## src/rtl/uart_rb_pkg.sv

```systemverilog
// Shared constants for the UART register bank: word offsets, select
// indices, raw status bit positions, interrupt line groups and the
// identification byte sequence. Assumes a 12-bit byte address space.
package uart_rb_pkg;

    localparam int ADDR_W = 12;
    localparam int DATA_W = 32;
    localparam int STAT_W = 11;
    localparam int RSR_W  = 4;
    localparam int NLINES = 5;

    // word offsets (byte offset >> 2)
    localparam logic [9:0] W_DR   = 10'd0;
    localparam logic [9:0] W_RSR  = 10'd1;
    localparam logic [9:0] W_FR   = 10'd6;
    localparam logic [9:0] W_ILPR = 10'd8;
    localparam logic [9:0] W_IBRD = 10'd9;
    localparam logic [9:0] W_FBRD = 10'd10;
    localparam logic [9:0] W_LCR  = 10'd11;
    localparam logic [9:0] W_CR   = 10'd12;
    localparam logic [9:0] W_IFLS = 10'd13;
    localparam logic [9:0] W_IMSC = 10'd14;
    localparam logic [9:0] W_RIS  = 10'd15;
    localparam logic [9:0] W_MIS  = 10'd16;
    localparam logic [9:0] W_ICR  = 10'd17;
    localparam logic [9:0] W_DMA  = 10'd18;
    localparam logic [6:0] ID_PAGE = 7'h7F;   // byte offsets 0xFE0..0xFFF

    // one-hot select indices
    localparam int S_DR   = 0;
    localparam int S_RSR  = 1;
    localparam int S_FR   = 2;
    localparam int S_ILPR = 3;
    localparam int S_IBRD = 4;
    localparam int S_FBRD = 5;
    localparam int S_LCR  = 6;
    localparam int S_CR   = 7;
    localparam int S_IFLS = 8;
    localparam int S_IMSC = 9;
    localparam int S_RIS  = 10;
    localparam int S_MIS  = 11;
    localparam int S_ICR  = 12;
    localparam int S_DMA  = 13;
    localparam int S_ID   = 14;
    localparam int NSEL   = 15;

    // raw status bit positions
    localparam int B_RI  = 0;
    localparam int B_CTS = 1;
    localparam int B_DCD = 2;
    localparam int B_DSR = 3;
    localparam int B_RX  = 4;
    localparam int B_TX  = 5;
    localparam int B_RT  = 6;
    localparam int B_FE  = 7;
    localparam int B_PE  = 8;
    localparam int B_BE  = 9;
    localparam int B_OE  = 10;

    localparam int LCR_FEN_BIT = 4;

    // Bits of the raw status that feed per-source line i (rx, tx, rt, ms, err).
    function automatic logic [STAT_W-1:0] line_mask(input int i);
        logic [STAT_W-1:0] m;
        m = '0;
        case (i)
            0: m[B_RX] = 1'b1;
            1: m[B_TX] = 1'b1;
            2: m[B_RT] = 1'b1;
            3: begin
                m[B_RI] = 1'b1; m[B_CTS] = 1'b1; m[B_DCD] = 1'b1; m[B_DSR] = 1'b1;
            end
            default: begin
                m[B_FE] = 1'b1; m[B_PE] = 1'b1; m[B_BE] = 1'b1; m[B_OE] = 1'b1;
            end
        endcase
        return m;
    endfunction

    // Identification byte for slot i of the top page.
    function automatic logic [7:0] id_byte(input logic [2:0] i);
        case (i)
            3'd0:    return 8'h11;
            3'd1:    return 8'h10;
            3'd2:    return 8'h14;
            3'd3:    return 8'h00;
            3'd4:    return 8'h0D;
            3'd5:    return 8'hF0;
            3'd6:    return 8'h05;
            default: return 8'hB1;
        endcase
    endfunction

endpackage

```

## src/rtl/uart_rb_decode.sv

```systemverilog
// Address decoder: turns a byte offset into a one-hot register select.
// Assumes word accesses only; any offset with nonzero low bits, or one
// that names no register, yields an all-zero select.
module uart_rb_decode
    import uart_rb_pkg::*;
(
    input  logic [ADDR_W-1:0] addr,
    output logic [NSEL-1:0]   sel,
    output logic [2:0]        id_idx
);

    assign id_idx = addr[4:2];

    // Map the word offset onto exactly one select bit, or none.
    always_comb begin
        sel = '0;
        if (addr[1:0] == 2'b00) begin
            case (addr[ADDR_W-1:2])
                W_DR:    sel[S_DR]   = 1'b1;
                W_RSR:   sel[S_RSR]  = 1'b1;
                W_FR:    sel[S_FR]   = 1'b1;
                W_ILPR:  sel[S_ILPR] = 1'b1;
                W_IBRD:  sel[S_IBRD] = 1'b1;
                W_FBRD:  sel[S_FBRD] = 1'b1;
                W_LCR:   sel[S_LCR]  = 1'b1;
                W_CR:    sel[S_CR]   = 1'b1;
                W_IFLS:  sel[S_IFLS] = 1'b1;
                W_IMSC:  sel[S_IMSC] = 1'b1;
                W_RIS:   sel[S_RIS]  = 1'b1;
                W_MIS:   sel[S_MIS]  = 1'b1;
                W_ICR:   sel[S_ICR]  = 1'b1;
                W_DMA:   sel[S_DMA]  = 1'b1;
                default: sel[S_ID]   = (addr[ADDR_W-1:5] == ID_PAGE);
            endcase
        end
    end

endmodule

```

## src/rtl/uart_rb_field.sv

```systemverilog
// One writable configuration field with a synchronous reset value.
// Assumes the caller has already qualified the write enable.
module uart_rb_field #(
    parameter int           W   = 8,
    parameter logic [W-1:0] RST = '0
) (
    input  logic         clk,
    input  logic         rst_n,
    input  logic         we,
    input  logic [W-1:0] d,
    output logic [W-1:0] q
);

    // Load on write, return to the reset value on reset.
    always_ff @(posedge clk) begin
        if (!rst_n)  q <= RST;
        else if (we) q <= d;
    end

endmodule

```

## src/rtl/uart_rb_cfg.sv

```systemverilog
// Configuration fields of the register bank (divisors, line control,
// control, FIFO level, DMA enables) and the FIFO flush request.
// Assumes sel is one-hot or zero and wr is already qualified by valid.
module uart_rb_cfg
    import uart_rb_pkg::*;
#(
    parameter int IBRD_W = 16,
    parameter int FBRD_W = 6,
    parameter int ILPR_W = 8,
    parameter int LCR_W  = 8,
    parameter int CR_W   = 16,
    parameter int IFLS_W = 6,
    parameter int DMA_W  = 3
) (
    input  logic              clk,
    input  logic              rst_n,
    input  logic              wr,
    input  logic [NSEL-1:0]   sel,
    input  logic [DATA_W-1:0] wdata,
    output logic [IBRD_W-1:0] ibrd,
    output logic [FBRD_W-1:0] fbrd,
    output logic [ILPR_W-1:0] ilpr,
    output logic [LCR_W-1:0]  lcr,
    output logic [CR_W-1:0]   cr,
    output logic [IFLS_W-1:0] ifls,
    output logic [DMA_W-1:0]  dma,
    output logic              flush
);

    localparam logic [IFLS_W-1:0] IFLS_RST = IFLS_W'(6'h12);
    localparam logic [CR_W-1:0]   CR_RST   = CR_W'(16'h0300);

    uart_rb_field #(.W(IBRD_W)) u_ibrd (.clk(clk), .rst_n(rst_n),
        .we(wr && sel[S_IBRD]), .d(wdata[IBRD_W-1:0]), .q(ibrd));
    uart_rb_field #(.W(FBRD_W)) u_fbrd (.clk(clk), .rst_n(rst_n),
        .we(wr && sel[S_FBRD]), .d(wdata[FBRD_W-1:0]), .q(fbrd));
    uart_rb_field #(.W(ILPR_W)) u_ilpr (.clk(clk), .rst_n(rst_n),
        .we(wr && sel[S_ILPR]), .d(wdata[ILPR_W-1:0]), .q(ilpr));
    uart_rb_field #(.W(LCR_W)) u_lcr (.clk(clk), .rst_n(rst_n),
        .we(wr && sel[S_LCR]), .d(wdata[LCR_W-1:0]), .q(lcr));
    uart_rb_field #(.W(CR_W), .RST(CR_RST)) u_cr (.clk(clk), .rst_n(rst_n),
        .we(wr && sel[S_CR]), .d(wdata[CR_W-1:0]), .q(cr));
    uart_rb_field #(.W(IFLS_W), .RST(IFLS_RST)) u_ifls (.clk(clk), .rst_n(rst_n),
        .we(wr && sel[S_IFLS]), .d(wdata[IFLS_W-1:0]), .q(ifls));
    uart_rb_field #(.W(DMA_W)) u_dma (.clk(clk), .rst_n(rst_n),
        .we(wr && sel[S_DMA]), .d(wdata[DMA_W-1:0]), .q(dma));

    // Request a flush after reset and whenever the FIFO enable bit flips.
    always_ff @(posedge clk) begin
        if (!rst_n) flush <= 1'b1;
        else        flush <= wr && sel[S_LCR] &&
                             (wdata[LCR_FEN_BIT] != lcr[LCR_FEN_BIT]);
    end

endmodule

```

## src/rtl/uart_rb_irq.sv

```systemverilog
// Interrupt core: raw status with set-wins write-1-to-clear, mask,
// sticky receive status, and the per-source and combined lines.
// Assumes evt_set and rxerr_set are single-cycle level samples.
module uart_rb_irq
    import uart_rb_pkg::*;
(
    input  logic              clk,
    input  logic              rst_n,
    input  logic              wr,
    input  logic [NSEL-1:0]   sel,
    input  logic [STAT_W-1:0] wbits,
    input  logic [STAT_W-1:0] evt_set,
    input  logic [RSR_W-1:0]  rxerr_set,
    output logic [STAT_W-1:0] raw,
    output logic [STAT_W-1:0] mask,
    output logic [RSR_W-1:0]  rsr,
    output logic              irq_all,
    output logic [NLINES-1:0] irq_line
);

    logic [STAT_W-1:0] clr_bits;
    logic [STAT_W-1:0] hw_set;
    logic [STAT_W-1:0] masked;

    // Gather the clear word and the set sources for this cycle.
    always_comb begin
        clr_bits = (wr && sel[S_ICR]) ? wbits : '0;
        hw_set   = evt_set;
        if (wr && sel[S_DR]) hw_set[B_TX] = 1'b1;
    end

    // Raw status: clear requested bits, then OR in new events.
    always_ff @(posedge clk) begin
        if (!rst_n) raw <= '0;
        else        raw <= (raw & ~clr_bits) | hw_set;
    end

    // Interrupt mask register.
    always_ff @(posedge clk) begin
        if (!rst_n)                  mask <= '0;
        else if (wr && sel[S_IMSC])  mask <= wbits;
    end

    // Sticky receive status; any write clears, a new error still lands.
    always_ff @(posedge clk) begin
        if (!rst_n) rsr <= '0;
        else        rsr <= ((wr && sel[S_RSR]) ? '0 : rsr) | rxerr_set;
    end

    assign masked  = raw & mask;
    assign irq_all = |masked;

    for (genvar g = 0; g < NLINES; g++) begin : g_line
        localparam logic [STAT_W-1:0] LM = line_mask(g);
        assign irq_line[g] = |(masked & LM);
    end

endmodule

```

## src/rtl/uart_regbank.sv

```systemverilog
// UART register bank top: decodes word accesses, routes writes to the
// configuration and interrupt cores, registers read data and issues
// data-register strobes. Assumes one access per valid cycle.
module uart_regbank
    import uart_rb_pkg::*;
#(
    parameter int IBRD_W = 16,
    parameter int FBRD_W = 6,
    parameter int ILPR_W = 8,
    parameter int LCR_W  = 8,
    parameter int CR_W   = 16,
    parameter int IFLS_W = 6,
    parameter int DMA_W  = 3,
    parameter int FLAG_W = 9,
    parameter int RXW    = 12
) (
    input  logic              clk,
    input  logic              rst_n,
    input  logic              acc_valid,
    input  logic              acc_write,
    input  logic [11:0]       acc_addr,
    input  logic [31:0]       acc_wdata,
    output logic [31:0]       acc_rdata,
    input  logic [FLAG_W-1:0] flag_in,
    input  logic [RXW-1:0]    rx_word_in,
    output logic              rx_pop,
    output logic              tx_push,
    output logic [7:0]        tx_byte,
    input  logic [10:0]       evt_set,
    input  logic [3:0]        rxerr_set,
    output logic [IBRD_W-1:0] baud_int,
    output logic [FBRD_W-1:0] baud_frac,
    output logic [ILPR_W-1:0] irda_div,
    output logic [LCR_W-1:0]  line_cfg,
    output logic [CR_W-1:0]   ctrl_cfg,
    output logic [IFLS_W-1:0] level_cfg,
    output logic [DMA_W-1:0]  dma_cfg,
    output logic              fifo_flush,
    output logic              irq_any,
    output logic              irq_rx,
    output logic              irq_tx,
    output logic              irq_rt,
    output logic              irq_ms,
    output logic              irq_err
);

    logic [NSEL-1:0]   sel;
    logic [2:0]        id_idx;
    logic              wr, rd;
    logic [STAT_W-1:0] raw_q, mask_q;
    logic [RSR_W-1:0]  rsr_q;
    logic [NLINES-1:0] lines;
    logic [DATA_W-1:0] rd_val;

    assign wr = acc_valid && acc_write;
    assign rd = acc_valid && !acc_write;

    uart_rb_decode u_dec (.addr(acc_addr), .sel(sel), .id_idx(id_idx));

    uart_rb_cfg #(
        .IBRD_W(IBRD_W), .FBRD_W(FBRD_W), .ILPR_W(ILPR_W), .LCR_W(LCR_W),
        .CR_W(CR_W), .IFLS_W(IFLS_W), .DMA_W(DMA_W)
    ) u_cfg (
        .clk(clk), .rst_n(rst_n), .wr(wr), .sel(sel), .wdata(acc_wdata),
        .ibrd(baud_int), .fbrd(baud_frac), .ilpr(irda_div), .lcr(line_cfg),
        .cr(ctrl_cfg), .ifls(level_cfg), .dma(dma_cfg), .flush(fifo_flush)
    );

    uart_rb_irq u_irq (
        .clk(clk), .rst_n(rst_n), .wr(wr), .sel(sel),
        .wbits(acc_wdata[STAT_W-1:0]), .evt_set(evt_set), .rxerr_set(rxerr_set),
        .raw(raw_q), .mask(mask_q), .rsr(rsr_q),
        .irq_all(irq_any), .irq_line(lines)
    );

    assign irq_rx  = lines[0];
    assign irq_tx  = lines[1];
    assign irq_rt  = lines[2];
    assign irq_ms  = lines[3];
    assign irq_err = lines[4];

    // Data-register strobes follow the access in the same cycle.
    assign rx_pop  = rd && sel[S_DR];
    assign tx_push = wr && sel[S_DR];
    assign tx_byte = acc_wdata[7:0];

    // Readback multiplexer over the one-hot select.
    always_comb begin
        rd_val = '0;
        if (sel[S_DR])   rd_val = DATA_W'(rx_word_in);
        if (sel[S_RSR])  rd_val = DATA_W'(rsr_q);
        if (sel[S_FR])   rd_val = DATA_W'(flag_in);
        if (sel[S_ILPR]) rd_val = DATA_W'(irda_div);
        if (sel[S_IBRD]) rd_val = DATA_W'(baud_int);
        if (sel[S_FBRD]) rd_val = DATA_W'(baud_frac);
        if (sel[S_LCR])  rd_val = DATA_W'(line_cfg);
        if (sel[S_CR])   rd_val = DATA_W'(ctrl_cfg);
        if (sel[S_IFLS]) rd_val = DATA_W'(level_cfg);
        if (sel[S_IMSC]) rd_val = DATA_W'(mask_q);
        if (sel[S_RIS])  rd_val = DATA_W'(raw_q);
        if (sel[S_MIS])  rd_val = DATA_W'(raw_q & mask_q);
        if (sel[S_DMA])  rd_val = DATA_W'(dma_cfg);
        if (sel[S_ID])   rd_val = DATA_W'(id_byte(id_idx));
    end

    // Capture read data one edge after the read; hold otherwise.
    always_ff @(posedge clk) begin
        if (!rst_n)  acc_rdata <= '0;
        else if (rd) acc_rdata <= rd_val;
    end

endmodule

```

## config.mk

```make
export PLATFORM = sky130hd
export DESIGN_NAME = uart_regbank
export DESIGN_NICKNAME = d
export VERILOG_FILES = /design/src/rtl/uart_rb_pkg.sv /design/src/rtl/uart_rb_decode.sv /design/src/rtl/uart_rb_field.sv /design/src/rtl/uart_rb_cfg.sv /design/src/rtl/uart_rb_irq.sv /design/src/rtl/uart_regbank.sv
export SDC_FILE = /design/constraint.sdc
export NUM_CORES = 1
export LEC_CHECK = 0
export ABC_AREA = 0
export BUFFER_PORTS_ARGS = -buffer_cell sky130_fd_sc_hd__buf_2
export CAP_MARGIN = 30
export CORE_MARGIN = 1.5
export CORE_UTILIZATION = 46
export DETAILED_ROUTE_END_ITERATION = 8
export GPL_TIMING_DRIVEN = 1
export PLACE_DENSITY = 0.83
export SLEW_MARGIN = 10
export SYNTH_ARGS = -nofsm -noshare
export SYNTH_HDL_FRONTEND = slang
export SYNTH_SLANG_ARGS = --single-unit
export TNS_END_PERCENT = 1
```

## constraint.sdc

```tcl
create_clock -name clk -period 1.9 [get_ports clk]
set_input_delay 0 -clock clk [delete_from_list [all_inputs] [get_ports clk]]
set_output_delay 0 -clock clk [all_outputs]
set_load 0.02 [all_outputs]
```

==> results of run 1 <==
## kinds of logic after synthesis
| kind of cell | Yosys count | share of synthesized area |
|---|---|---|
| XOR/XNOR | 1 | 0.00151 |
| buffers and inverters | 82 | 0.0724 |
| AO/OA/AOI/OAI | 184 | 0.210 |
| multiplexers | 46 | 0.0812 |
| AND/OR/NAND/NOR | 300 | 0.268 |
| other | 1 | 0.000647 |
| flip-flops | 106 | 0.366 |
## synth_stat cells (5+ instances only)
library cell	number
a21boi_0	29
a21boi_1	15
a21oi_1	45
a221oi_1	5
a22oi_1	8
a31oi_1	6
and2_1	6
buf_2	8
buf_4	25
clkbuf_1	41
dfxtp_1	106
mux2i_1	41
nand2_1	138
nand2b_1	5
nand3_1	23
nor2_1	18
nor2b_1	51
nor3_1	9
o21ai_0	35
or4_1	8
## registers in the layout, indices dropped and copies added, names as in the netlist
| signal | count |
|---|---|
| u_cfg.u_fbrd.q | 6 |
| u_cfg.flush | 1 |
| u_cfg.u_ifls.q | 6 |
| u_irq.rsr | 4 |
| u_cfg.u_dma.q | 3 |
| u_irq.mask | 11 |
| acc_rdata | 16 |
| u_cfg.u_cr.q | 16 |
| u_cfg.u_ilpr.q | 8 |
| u_irq.raw | 11 |
| u_cfg.u_lcr.q | 8 |
| u_cfg.u_ibrd.q | 16 |
## placed cells by master, fill, tap and decap left out, drive strengths merged, types with 5 or more instances in the layout
master / n
nand2b: 5
mux2i: 41
conb: 16
a21oi: 45
dlygate4sd3: 27
o21ai: 35
nand3: 23
a31oi: 6
a22oi: 8
a221oi: 5
nand4: 5
or2: 7
and2: 7
nor3: 10
nand2: 138
dfxtp: 106
nor2: 21
buf: 261
or4: 8
nor4: 6
clkbuf: 12
a21boi: 44
mux2: 5
nor2b: 51
## power groups by stage
stage | registers [mW] | clock network [mW] | logic (mW)
6_report | 2.28 | 1.70 | 0.616
4_1_cts | 2.28 | 1.71 | 0.595
5_1_grt | 2.28 | 1.81 | 0.649
2_1_floorplan | 2.33 | 0 | 0.320
3_3_place_gp | 2.33 | 0 | 0.548
3_5_place_dp | 2.33 | 0 | 0.550
## critical path, cell delays in order, from the launching register on
cell and delay [ns]:
dfxtp_1 0.36, a22oi_1 0.21, nand3_1 0.13, nor2_1 0.16, or4b_4 0.49, buf_4 0.17
## layout make-up
type / count / area [sq um]
fill: 1045 / 4290
multi-input combinational: 547 / 3340
sequential: 106 / 2130
timing repair buffer: 288 / 1930
clock buffer: 12 / 236
tap: 168 / 210
inverter: 5 / 18.8
clock inverter: 2 / 16.3
## per-layer routing
layer  vias to the layer above  GRT usage  share of wire
li1                       2962          -              -
met4                         0      0.165          0.040
met1                      2986      0.445           0.41
met2                       426      0.533           0.45
met5                         -          0              0
met3                        72     0.0611          0.097
## worst paths after layout
kind | from | to | depth (start not counted)
hold reg to reg | acc_rdata[14] | acc_rdata[14] | 2
setup reg to reg | u_cfg.u_ibrd.q[0] | acc_rdata[0] | 6
setup / recovery | u_irq.raw[9] | irq_any | 5
hold / removal | acc_wdata[5] | u_cfg.u_ibrd.q[5] | 3
## repair_timing
| action | CTS | global route |
|---|---|---|
| hold endpoints to repair | 42 | 0 |
| resized for setup | 3 | 9 |
| endpoints found under the setup margin | 1 | 3 |
| hold buffers | 27 | 0 |
| pin swaps | 1 | 2 |
| setup buffers | 6 | 2 |
==> summary.txt, run 1 <==
IO buf count - 163
DP Area - 7250 sq um
final hold vios - 0
layout cell share with drive strength beyond 1 - 0.316
fin util - 0.647
Setup TNS - 0 ns
HPWL Detailed - 16400 um
Post-route DRC - 0
worst slew pin tran - 0.620 ns
Synth-to-Final Area Change - 35.9%
Design Area, Final - 7870 sq um
Setup WS pre-CTS - -0.230 ns
pwr dens - 584 nW/um^2
Site Rows - 40
Syn Std Cell Area - 5790 sq um
diode count - 0
first-pass GRT wire length - 33500 um
synth warn - 0
1st-pass router iterations - 5
RSZ-0062 raised after global routing - no
CP required - 1.90 ns
Distinct cells, synth - 72
Post-Synthesis Cells - 720
Sw Ratio - 0.262
Die Span Y - 115 um
status - completed
GPL Wtd Cong - 1.06
Post-synth top flop - dfxtp_1
Clk pwr share - 0.370
VDD IR-drop max - 0.501 mV
vias in the first global route - 6061
Post-Place Cells - 1079
cell chosen for the clock root - clkbuf_16
Syn Area/Cell - 8.05 sq um
Post-synth EDFFs - 0
Int Power - 3.39 mW
CP arrival - 1.88 ns
DRT iter0 DRCs - 788
Final #Nets - 1041
largest net degree at the start of global routing - 101
Crit Path Class - reg -> out
H-tree depth - 3
Detailed Route WL - 22500 um
CORE AREA - 12200 sq um
min setup slack post-route - 0.0210 ns
Async SR Flop Fraction - 0
Hold WS - 0.00599 ns
Antenna Violating Nets Remaining - 0
Die ar. - 13300 sq um
Tot Pwr - 4.60 mW
skew final - 0.00402 ns
Hold/Removal Path Class - in -> reg
Logic pwr share - 0.134
CTS clk-pin slew, worst paths - 0.07 ns
Worst setup SP type - register
total grt overflow - 0
clock buffer depth - 2
f_max - 532 MHz
non-filler instance count after layout - 1128
Sequential Power Share - 0.496
vias after detailed routing - 6446
max-slew violations - 0
final setup violating endpoints - 0
switching power - 1.21 mW
Critical Path End Type - output pin
CTS Buf Count - 9
CTS tree - built
top cells by area, synth - dfxtp_1 37%, nand2_1 8.9%, mux2i_1 7.1%
Slew Limit Headroom - 0.586
clk_lat worst skew - 0.36 ns
Seq cells post-synth - 106
sequential share of the synthesized area - 0.366
initial core utilization - 0.476
static leakage - 3.43 nW
max_cap viols - 0
R2R setup slack - 0.27 ns
Top-Level Pins - 196
Synth top area share - 0.366
worst-path fanout max - 4
Total GRT Usage - 0.337
clk sink count - 106
Vias/cell - 5.71
Tcrit/Tclk final - 0.989
DR WL/cell - 19.9 um
Final min period - 1.88 ns
cell taking the most area after synthesis - dfxtp_1
Chip Width - 115 um
initial antenna violation count - 0
Power figures use the tool's default switching activity.
==> inputs of run 2 (changes only) <==
- CORE_UTILIZATION: 46 -> 37
- PLACE_DENSITY: 0.83 -> 0.7
==> run 2 against run 1 <==
- via count shrank 3.6%
- worst hold slack better by 0.0053 ns
- design area increased by 0.27%
- clock-buffer cell count fell by 1
- combinational power fell by 2%
- first-iteration DRC count decreased by 25%
- critical path depth unchanged
- utilization fell by 13 points
- die area is 24% higher
- wire length increased by 0.21%
- largest power group unchanged
==> summary.txt, run 2 (synthesis results as in run 1) <==
Worst Path Buf+Inv - 1
Hold/Removal Path Class - in -> reg
H-tree depth - 3
vias after detailed routing - 6216
min setup slack post-route - 0.0690 ns
CP required - 1.90 ns
Total GRT Usage - 0.270
top flop regs - acc_rdata (16), u_cfg.u_cr.q (16), u_cfg.u_ibrd.q (16)
commonest non-fill, non-tap cell in the layout - buf_2
Crit Path Class - reg -> out
Top-Level Pins - 196
commonest non-fill, non-tap cells in the layout - 162 x buf_2, 138 x nand2_1, 105 x dfxtp_1, 84 x buf_4, 51 x nor2b_1
area of the multi-input gates - 3340 sq um
Slew Limit Headroom - 0.563
Hold Path Origin - acc_wdata[1]
final setup violating endpoints - 0
initial core utilization - 0.380
Synth-to-Final Area Change - 36.3%
Tcrit/Tclk final - 0.964
largest net degree at the start of global routing - 78
Hold WS - 0.0113 ns
Filler cells - 1488
IO buf count - 163
CP arrival - 1.83 ns
CP Launch Point - u_irq.raw[1]
f_max - 546 MHz
Setup WS pre-CTS - -0.194 ns
layout cell share with drive strength beyond 1 - 0.308
DR WL/cell - 19.3 um
max-slew violations - 0
Post-route DRC - 0
clock buffer depth - 2
worst reg2reg path startpoint - u_cfg.u_ibrd.q[0]
vias in the first global route - 5606
slowest stage cell, crit path - or4b_4
FF/Latch Area - 2120 sq um
Die Span Y - 128 um
skew final - 0.00653 ns
1st-pass router iterations - 8
static leakage - 3.40 nW
VDD IR-drop max - 0.414 mV
worst slew pin tran - 0.655 ns
CORE AREA - 15300 sq um
Final #Nets - 1033
initial antenna violation count - 0
CTS clk-pin slew, worst paths - 0.07 ns
diode count - 0
max_cap viols - 0
pwr dens - 619 nW/um^2
CTS tree - built
clk sink count - 106
first-pass GRT wire length - 33100 um
Vias/cell - 5.34
Site Rows - 45
DRT iter0 DRCs - 588
cell chosen for the clock root - clkbuf_16
Critical Path End Type - output pin
GPL Wtd Cong - 1.01
Chip Width - 128 um
HPWL Detailed - 17100 um
worst-path fanout max - 2
CP max stage delay - 0.47 ns
CTS Buf Count - 9
critical path cell sequence - a22oi_2, nand3_2, nor2_1, or4b_4, buf_4
Final min period - 1.83 ns
total grt overflow - 0
status - completed
cell family with most CP delay - simple AND/OR/NAND/NOR gates
final hold vios - 0
Antenna Violating Nets Remaining - 0
Die ar. - 16400 sq um
RSZ-0062 raised after global routing - no
clk_lat worst skew - 0.36 ns
Detailed Route WL - 22500 um
Worst setup SP type - register
[run 2: through the flow]
step	setup TNS [ns]	cells	power, mW	utilization	instance area, sq um
after floorplan	-0.590	735	2.65	-	5860
after global placement	-4.27	1121	2.87	0.478	7290
after detailed placement	-4.70	1121	2.87	0.478	7290
after CTS	0	1164	4.89	0.517	7900
after global routing	0	1164	5.03	0.517	7900
final	0	1164	4.89	0.517	7900
[run 2: layer usage]
metal | wire (um) | track usage | share of wire
met1 | 9730 | 0.375 | 0.43
met2 | 10200 | 0.421 | 0.45
met3 | 1890 | 0.0463 | 0.084
met4 | 673 | 0.0972 | 0.030
met5 | 0 | 0 | 0
[run 2: final timing paths]
| path | end | slack (ns) | cells after the start |
|---|---|---|---|
| setup / recovery | irq_any | 0.07 | 5 |
| hold / removal | u_cfg.u_ibrd.q[1] | 0.01 | 3 |
| setup reg to reg | acc_rdata[0] | 0.28 | 6 |
| hold reg to reg | acc_rdata[10] | 0.45 | 2 |
[run 2: worst reg2reg max path, cell delays in order, from the launching register on]
cell and delay [ns]:
dfxtp_1 0.44, mux2_2 0.20, mux2i_1 0.06, o22ai_1 0.16, a221oi_1 0.12, or4_1 0.44, a21oi_1 0.15
[run 2: cell type report]
cell class                 count  area share
tap                          211      0.0334
sequential                   106       0.269
timing repair buffer         280       0.233
multi-input combinational    547       0.423
clock buffer                  11      0.0295
clock inverter                 4     0.00983
inverter                       5     0.00238
[run 2: power breakdown]
part           switching (mW)  total, mW  leakage [nW]  internal, mW
logic                   0.350      0.603          2.39         0.253
clock network           0.853       2.01         0.150          1.15
registers              0.0256       2.28         0.860          2.25
total                    1.23       4.89          3.40          3.66
[run 2: what timing repair did]
item / in CTS / in global routing
resized for setup: 5 / 0
setup buffers: 0 / 0
endpoints found under the setup margin: 1 / 0
hold buffers: 28 / 0
endpoints found under the hold margin: 43 / 0
==> inputs of run 3 (changes only) <==
- PLACE_DENSITY: 0.7 -> 0.68
- clock period: 1.9 -> 1.7 ns (I/O delays scaled with it)
==> run 3 against run 2 <==
- the run now ends with negative setup slack left
- cell count up 1.8%
- via count up 2.9%
- sequential cell count unchanged
- power up 11%
- die area unchanged
- non-clock buffer count up 20
- critical path depth unchanged
- largest cell class unchanged
- utilization up 1.3 points
- critical path type unchanged
==> summary.txt, run 3 (synthesis results as in run 1) <==
skew final - 0.00587 ns
CP arrival - 1.76 ns
VDD IR-drop max - 0.468 mV
GPL Wtd Cong - 0.938
CORE AREA - 15300 sq um
worst slew pin tran - 0.524 ns
reg2reg end - acc_rdata[0]
first-pass GRT wire length - 34000 um
Synth-to-Final Area Change - 39.7%
clock buffer depth - 2
CP required - 1.70 ns
CTS clk-pin slew, worst paths - 0.07 ns
Setup WS pre-CTS - -0.393 ns
final hold vios - 0
commonest non-fill, non-tap cell in the layout - buf_2
CP max stage delay - 0.50 ns
min setup slack post-route - -0.0560 ns
H-tree depth - 3
Critical Path End Type - output pin
Top-Level Pins - 196
vias after detailed routing - 6394
Hold Path Origin - acc_wdata[5]
Die Span Y - 128 um
Site Rows - 45
Hold Path Stages - 3
final setup violating endpoints - 1
RSZ-0062 raised after global routing - yes
1st-pass router iterations - 5
Hold/Removal Path Class - in -> reg
Hold Path End - u_cfg.u_ibrd.q[5]
Vias/cell - 5.40
vias in the first global route - 5956
Die ar. - 16400 sq um
failing checks - negative setup slack
initial core utilization - 0.380
Tot Pwr - 5.40 mW
cell chosen for the clock root - clkbuf_16
Chip Width - 128 um
Worst Path Buf+Inv - 1
Worst setup SP type - register
non-filler instance count after layout - 1185
slowest stage cell, crit path - or4b_4
max_cap viols - 0
Crit Path Class - reg -> out
total grt overflow - 0
max-slew violations - 0
critical path cell sequence - a22oi_2, nand3_1, nor2_1, or4b_4, buf_6
layout cell share with drive strength beyond 1 - 0.343
clk_lat worst skew - 0.36 ns
commonest non-fill, non-tap cells in the layout - 161 x buf_2, 138 x nand2_1, 104 x buf_4, 103 x dfxtp_1, 50 x nor2b_1
R2R setup slack - 0.12 ns
Tcrit/Tclk final - 1.03
Post-route DRC - 0
Total GRT Usage - 0.275
IO buf count - 163
DRT iter0 DRCs - 616
Slew Limit Headroom - 0.651
initial antenna violation count - 0
Final #Nets - 1053
worst reg2reg path startpoint - u_cfg.u_ibrd.q[0]
worst-path fanout max - 4
largest net degree at the start of global routing - 65
static leakage - 3.52 nW
Post-Place Cells - 1138
diode count - 0
Final min period - 1.76 ns
status - finished with violations
f_max - 569 MHz
Detailed Route WL - 22700 um
Antenna Violating Nets Remaining - 0
pwr dens - 667 nW/um^2
cell family with most CP delay - simple AND/OR/NAND/NOR gates
clk sink count - 106
reg2reg path depth - 6
DR WL/cell - 19.2 um
CTS tree - built
HPWL Detailed - 17200 um
CTS Buf Count - 9
top flop regs - acc_rdata (16), u_cfg.u_cr.q (16), u_cfg.u_ibrd.q (16)
[run 3: layer usage]
layer	up-vias	track usage	part of all wire
li1	2994	-	-
met1	3019	0.379	0.44
met2	322	0.429	0.44
met3	59	0.0476	0.077
met4	0	0.108	0.036
met5	-	0	0
[run 3: worst register-to-register path, stage by stage (launching register included)]
cell	delay [ns]
dfxtp_2	0.37
mux2_2	0.17
mux2i_1	0.06
o22ai_1	0.17
a221oi_1	0.10
or4_1	0.47
a21oi_1	0.16
[run 3: worst max path at each step]
stage / slack (ns) / from / endpoint / cells after the start
floorplan: -0.19 / acc_addr[2] / acc_rdata[7] / 7
global placement: -0.39 / acc_addr[3] / acc_rdata[6] / 8
detailed placement: -0.39 / acc_addr[7] / acc_rdata[8] / 8
CTS: -0.02 / u_irq.mask[0] / irq_any / 5
global route: -0.08 / u_irq.raw[9] / irq_any / 5
finish: -0.06 / u_irq.mask[0] / irq_any / 5
[run 3: area by class of cell]
| cell class | count | area, sq um |
|---|---|---|
| inverter | 5 | 18.8 |
| clock inverter | 5 | 60.1 |
| clock buffer | 11 | 233 |
| tap | 211 | 264 |
| fill | 1459 | 7160 |
| multi-input combinational | 547 | 3400 |
| sequential | 106 | 2130 |
| timing repair buffer | 300 | 1990 |
[run 3: repair_timing]
item | 4_1_cts | 5_1_grt
endpoints found under the setup margin | 5 | 24
cloned | 0 | 0
resized for setup | 8 | 17
buffers inserted | 4 | 0
endpoints found under the hold margin | 43 | 0
pin swaps | 2 | 0
hold buffers | 27 | 0
[run 3: through the flow]
step | cell area [sq um] | utilization | setup TNS (ns) | hold slack (ns)
3_5_place_dp | 7420 | 0.486 | -21.81 | 0.232
4_1_cts | 8040 | 0.527 | -0.0166 | 0.00184
6_report | 8100 | 0.531 | -0.0560 | 0.00226
5_1_grt | 8100 | 0.531 | -0.236 | 0.0120
3_3_place_gp | 7420 | 0.486 | -19.94 | 0.227
2_1_floorplan | 5900 | - | -5.96 | 0.113
[run 3: power breakdown]
group,total [mW],leakage [nW],switching [mW],internal [mW]
logic,0.703,2.51,0.405,0.298
registers,2.54,0.861,0.0260,2.51
clock network,2.16,0.141,1.01,1.15
total,5.40,3.52,1.44,3.97
